### src/rtl/irq_coal_pkg.sv
package irq_coal_pkg;

    localparam int DELAY_W = 14;
    localparam int MAX_US  = 16383;

    typedef enum logic [1:0] {
        CO_IDLE = 2'd0,
        CO_WAIT = 2'd1,
        CO_FIRE = 2'd2
    } coal_state_e;

    typedef struct packed {
        coal_state_e          state;
        logic [DELAY_W-1:0]   remain;
    } coal_ctx_t;

    function automatic int cnt_width(input int div);
        return (div > 1) ? $clog2(div) : 1;
    endfunction

endpackage

### src/rtl/us_prescaler.sv
module us_prescaler #(
    parameter int DIV = 100
) (
    input  logic clk,
    input  logic rst,
    input  logic restart,
    output logic tick
);
    localparam int CW = irq_coal_pkg::cnt_width(DIV);
    localparam logic [CW-1:0] LAST = CW'(DIV - 1);

    logic [CW-1:0] cnt;

    always_ff @(posedge clk) begin
        if (rst || restart)
            cnt <= '0;
        else if (cnt == LAST)
            cnt <= '0;
        else
            cnt <= cnt + CW'(1);
    end

    assign tick = (cnt == LAST);
endmodule

### src/rtl/coal_delay_reg.sv
module coal_delay_reg
    import irq_coal_pkg::*;
#(
    parameter int WDATA_W = 16
) (
    input  logic               clk,
    input  logic               rst,
    input  logic               we,
    input  logic [WDATA_W-1:0] wdata,
    output logic [DELAY_W-1:0] delay
);
    localparam logic [WDATA_W-1:0] CAP_W = WDATA_W'(MAX_US);

    logic [DELAY_W-1:0] clamped;

    always_comb begin
        if (wdata > CAP_W)
            clamped = DELAY_W'(MAX_US);
        else
            clamped = wdata[DELAY_W-1:0];
    end

    always_ff @(posedge clk) begin
        if (rst)
            delay <= '0;
        else if (we)
            delay <= clamped;
    end
endmodule

### src/rtl/coal_window.sv
module coal_window
    import irq_coal_pkg::*;
(
    input  logic               clk,
    input  logic               rst,
    input  logic               flagged,
    input  logic               ack,
    input  logic [DELAY_W-1:0] delay,
    input  logic               tick,
    output logic               restart,
    output logic               busy,
    output logic               irq
);
    coal_ctx_t ctx, ctx_n;
    logic      opening;

    always_comb begin
        opening = flagged && ((ctx.state == CO_IDLE) ||
                              (ctx.state == CO_FIRE && ack));
        ctx_n = ctx;
        if (opening) begin
            ctx_n.remain = delay;
            ctx_n.state  = (delay == '0) ? CO_FIRE : CO_WAIT;
        end else begin
            case (ctx.state)
                CO_WAIT: begin
                    if (tick) begin
                        if (ctx.remain == DELAY_W'(1))
                            ctx_n.state = CO_FIRE;
                        ctx_n.remain = ctx.remain - DELAY_W'(1);
                    end
                end
                CO_FIRE: begin
                    if (ack)
                        ctx_n.state = CO_IDLE;
                end
                default: ctx_n = ctx;
            endcase
        end
    end

    always_ff @(posedge clk) begin
        if (rst) begin
            ctx.state  <= CO_IDLE;
            ctx.remain <= '0;
        end else begin
            ctx <= ctx_n;
        end
    end

    assign restart = opening;
    assign busy    = (ctx.state == CO_WAIT);
    assign irq     = (ctx.state == CO_FIRE);
endmodule

### src/rtl/irq_coalesce_ctrl.sv
module irq_coalesce_ctrl
    import irq_coal_pkg::*;
#(
    parameter int CLK_MHZ = 100,
    parameter int WDATA_W = 16
) (
    input  logic               clk,
    input  logic               rst,
    input  logic               cfg_we,
    input  logic [WDATA_W-1:0] cfg_wdata,
    output logic [DELAY_W-1:0] cfg_delay,
    output logic [DELAY_W-1:0] max_period,
    input  logic               cmp_valid,
    input  logic               cmp_irq_en,
    input  logic               irq_ack,
    output logic               irq_req
);
    logic us_tick;
    logic win_restart;
    logic win_busy;
    logic cmp_flagged;

    assign cmp_flagged = cmp_valid & cmp_irq_en;
    assign max_period  = DELAY_W'(MAX_US);

    coal_delay_reg #(.WDATA_W(WDATA_W)) u_dreg (
        .clk   (clk),
        .rst   (rst),
        .we    (cfg_we),
        .wdata (cfg_wdata),
        .delay (cfg_delay)
    );

    us_prescaler #(.DIV(CLK_MHZ)) u_psc (
        .clk     (clk),
        .rst     (rst),
        .restart (win_restart),
        .tick    (us_tick)
    );

    coal_window u_win (
        .clk     (clk),
        .rst     (rst),
        .flagged (cmp_flagged),
        .ack     (irq_ack),
        .delay   (cfg_delay),
        .tick    (us_tick),
        .restart (win_restart),
        .busy    (win_busy),
        .irq     (irq_req)
    );
endmodule


### config.mk
export PLATFORM = sky130hd
export DESIGN_NAME = irq_coalesce_ctrl
export DESIGN_NICKNAME = d
export VERILOG_FILES = /design/src/rtl/irq_coal_pkg.sv /design/src/rtl/us_prescaler.sv /design/src/rtl/coal_delay_reg.sv /design/src/rtl/coal_window.sv /design/src/rtl/irq_coalesce_ctrl.sv
export SDC_FILE = /design/constraint.sdc
export NUM_CORES = 1
export LEC_CHECK = 0
export ABC_AREA = 1
export BUFFER_PORTS_ARGS = -buffer_cell sky130_fd_sc_hd__buf_2
export CAP_MARGIN = 5
export CELL_PAD_IN_SITES_DETAIL_PLACEMENT = 1
export CELL_PAD_IN_SITES_GLOBAL_PLACEMENT = 2
export CORE_UTILIZATION = 30
export DETAILED_ROUTE_END_ITERATION = 10
export PLACE_DENSITY_LB_ADDON = 0.1
export SYNTH_ARGS = -nofsm -noshare
export SYNTH_HDL_FRONTEND = slang
export SYNTH_HIERARCHICAL = 1
export SYNTH_SLANG_ARGS = --single-unit
### constraint.sdc
create_clock -name clk -period 3.55 [get_ports clk]
set_clock_uncertainty 0.2 [all_clocks]
set_input_delay 0.71 -clock clk [delete_from_list [all_inputs] [get_ports clk]]
set_output_delay 0.71 -clock clk [all_outputs]
set_load 0.01 [all_outputs]
==> flow_summary.ini <==
[clock_network]
cts_made_buffers = 5
clk_latency_ns = 0.29
cts-root-buf = clkbuf_8
hold_buffers = 0
cts.path.max_buffers = 2
clk_pin_slew_ns = 0.07
cts_resized = 0
cts_tree = done
cts.sinks = 37
cts_setup_buffers = 0
htreeDepth = 2

[die]
die_w_um = 90.05
design.die.area_um2 = 8109
ios = 51
start_util_pct = 31.56
num_rows = 31
core_area_um2 = 7370
die_h_um = 90.05

[grt]
grt_pass1_vias = 2239
grt.total_usage_pct = 15.90
grt_pass1_wl_um = 10430
gr-total-overflow = 0
grt_antenna_before_repair = 0
grt_max_degree = 29

[sta]
drv_slew = 0
fmax_mhz = 453.4
fin_setup_tns_ns = 0
finalCritPeriodShare_pct = 62.13
setup_violations = 0
rsz0062_at_grt = false
finalHoldViolCount = 0
finalCriticalPeriod_ns = 2.206

[logic_synthesis]
synthTopCellsByArea = dfxtp_1 (32%), nand2_1 (15%), nor2_1 (9.8%)
synth_top_area_share_pct = 31.85
avgSynthCellArea_um2 = 6.269
synth_commonest_cells = nand2_1 (92), nor2_1 (61), inv_1 (51)
synth_cell_types = 29
synth_edf_count = 0
synth.most_common_cell = nand2_1
ys_ff_latch = 37
synth_top_area_cell = dfxtp_1
syn_inst = 371
ys.warnings.count = 6
async_reset_ff_share_pct = 0
ys_seq_area_share_pct = 31.85
netlist_area_um2 = 2326
synth-main-ff-cell = dfxtp_1

[setup_path]
start_kind = flop
end_kind = flop
path_class = reg2reg
cp_slowest_cell = o21ai_4
crit_path_max_fanout = 19
rrSetupSlack_ns = 1.34
cpPeakStageDelay_ns = 0.42
path_cells = ha_1 -> inv_1 -> nor2_1 -> nand3_2 -> inv_1 -> inv_1 -> o21ai_4 -> inv_2 -> o21ai_0 -> a21oi_1
required_ns = 3.53
crit_arrival_ns = 2.18
path_common_cell = inv_1

[run]
maxCapViolCount = 0

[placement]
dp_hpwl_um = 4663
place.gp.congestion = 0.7218
io_buffers = 36
place_area_um2 = 2482

[detailed_routing]
drtIter0Drc = 67
drtAntennaViolNets = 0
routed-via-count = 2272
routed_via_density = 4.517
drtPass1Iterations = 4
wl_um = 6057
drcViolationCount = 0
routedWlPerCell_um = 12.04

[power_and_ir_drop]
powerDensity_nw_per_um2 = 542.7
intPower_w = 0.0008092
p_switching_w = 0.0005836
cellLeakagePower_nw = 1.269
power.share.clock_pct = 21.1
comb_power_share_pct = 40.7
pwr-share-seq_pct = 38.2
sw_frac_of_total_pct = 41.90
totalPowerFinal_w = 0.001393
vdd_ir_drop_max_v = 0.0002471

[finish]
seqCellArea_um2 = 740.7
syn2layout_area_growth_pct = 10.33
diodes = 0
multi_input_area_um2 = 1229
fillers = 1013
fin_area_um2 = 2566
final_nets = 429
final_layout_size_suffix_gt1_share_pct = 15.10

[min_path]
hold_class = reg2reg

[run_status]
status = finished clean
[worst paths after layout]
kind,startpoint,end,depth (start not counted)
setup reg to reg,u_psc/cnt[0]$_SDFF_PP0_,u_win/ctx[0]$_SDFFE_PP0P_,10
hold / removal,u_psc/cnt[0]$_SDFF_PP0_,u_psc/cnt[0]$_SDFF_PP0_,1
setup / recovery,u_psc/cnt[0]$_SDFF_PP0_,u_win/ctx[0]$_SDFFE_PP0P_,10
hold reg to reg,u_psc/cnt[0]$_SDFF_PP0_,u_psc/cnt[0]$_SDFF_PP0_,1
[metrics by stage]
stage / hold WS [ns] / utilization [%] / std cells / worst slack [ns]
floorplan: 0.2332 / - / 384 / 1.755
global placement: 0.2472 / 33.68 / 495 / 1.266
detailed placement: 0.2589 / 33.68 / 495 / 1.253
CTS: 0.2776 / 34.82 / 503 / 1.296
global route: 0.2909 / 34.82 / 503 / 1.060
finish: 0.2698 / 34.82 / 503 / 1.344
[layout make-up]
cell class	instances	area share, %
multi-input cells	268	47.88
flip-flops and latches	37	28.86
inverters	55	8.142
repair buffers	36	7.021
well taps	99	4.827
clock buffers	7	2.974
clock inverters	1	0.2925
[critical path, delay by kind of cell, from the launching register on]
kind | cells | cell delay [ns]
compound gates | 3 | 0.69
flops | 1 | 0.38
simple gates | 2 | 0.26
fa+ha+maj | 1 | 0.18
buf+inv | 4 | 0.39
[logic make-up after synthesis]
kind of cell	count (synthesis)	synth area share (%)
buffers and inverters	79	17.43
AO/OA/AOI/OAI	58	13.23
flip-flops	37	31.85
adder cells (fa/ha/maj)	4	2.152
other	1	0.1612
AND/OR/NAND/NOR	192	35.18
[routing by layer]
layer / up-vias / track usage (%) / routed length [um]
met1: 1040 / 19.46 / 2846
met4: 0 / 5.108 / 67
met5: - / 0 / 0
met3: 7 / 2.623 / 232
met2: 46 / 28.18 / 2912
li1: 1179 / - / -
[cell usage in the layout (no fill, tap or decap)]
| cell type | count |
|---|---|
| a21oi_1 | 20 |
| a21oi_2 | 1 |
| buf_2 | 36 |
| clkbuf_1 | 2 |
| clkbuf_8 | 5 |
| clkinvlp_4 | 1 |
| conb_1 | 14 |
| dfxtp_1 | 37 |
| ha_1 | 4 |
| inv_1 | 51 |
| inv_2 | 3 |
| inv_4 | 1 |
| nand2_1 | 92 |
| nand2_2 | 2 |
| nand2_4 | 1 |
| nand3_1 | 21 |
| nand3_2 | 1 |
| nand3_4 | 1 |
| nand3b_1 | 2 |
| nand4_1 | 2 |
| nor2_1 | 61 |
| nor2_2 | 4 |
| nor2_4 | 1 |
| nor3_1 | 1 |
| o21ai_0 | 20 |
| o21ai_1 | 15 |
| o21ai_4 | 1 |
| o21bai_1 | 1 |
| or2_2 | 3 |
[flip-flops by register name (all words and copies together), names as in the netlist]
register and cells:
u_win/ctx 16, u_psc/cnt 7, u_dreg/delay 14
[power groups by stage]
stage	registers, W	logic (W)	clock network (W)
after floorplan	0.000530	0.000461	0
after global routing	0.000542	0.000667	0.000322
after CTS	0.000534	0.000575	0.000310
final	0.000532	0.000566	0.000294
after global placement	0.000544	0.000573	0
after detailed placement	0.000544	0.000572	0
Power figures use the tool's default switching activity.
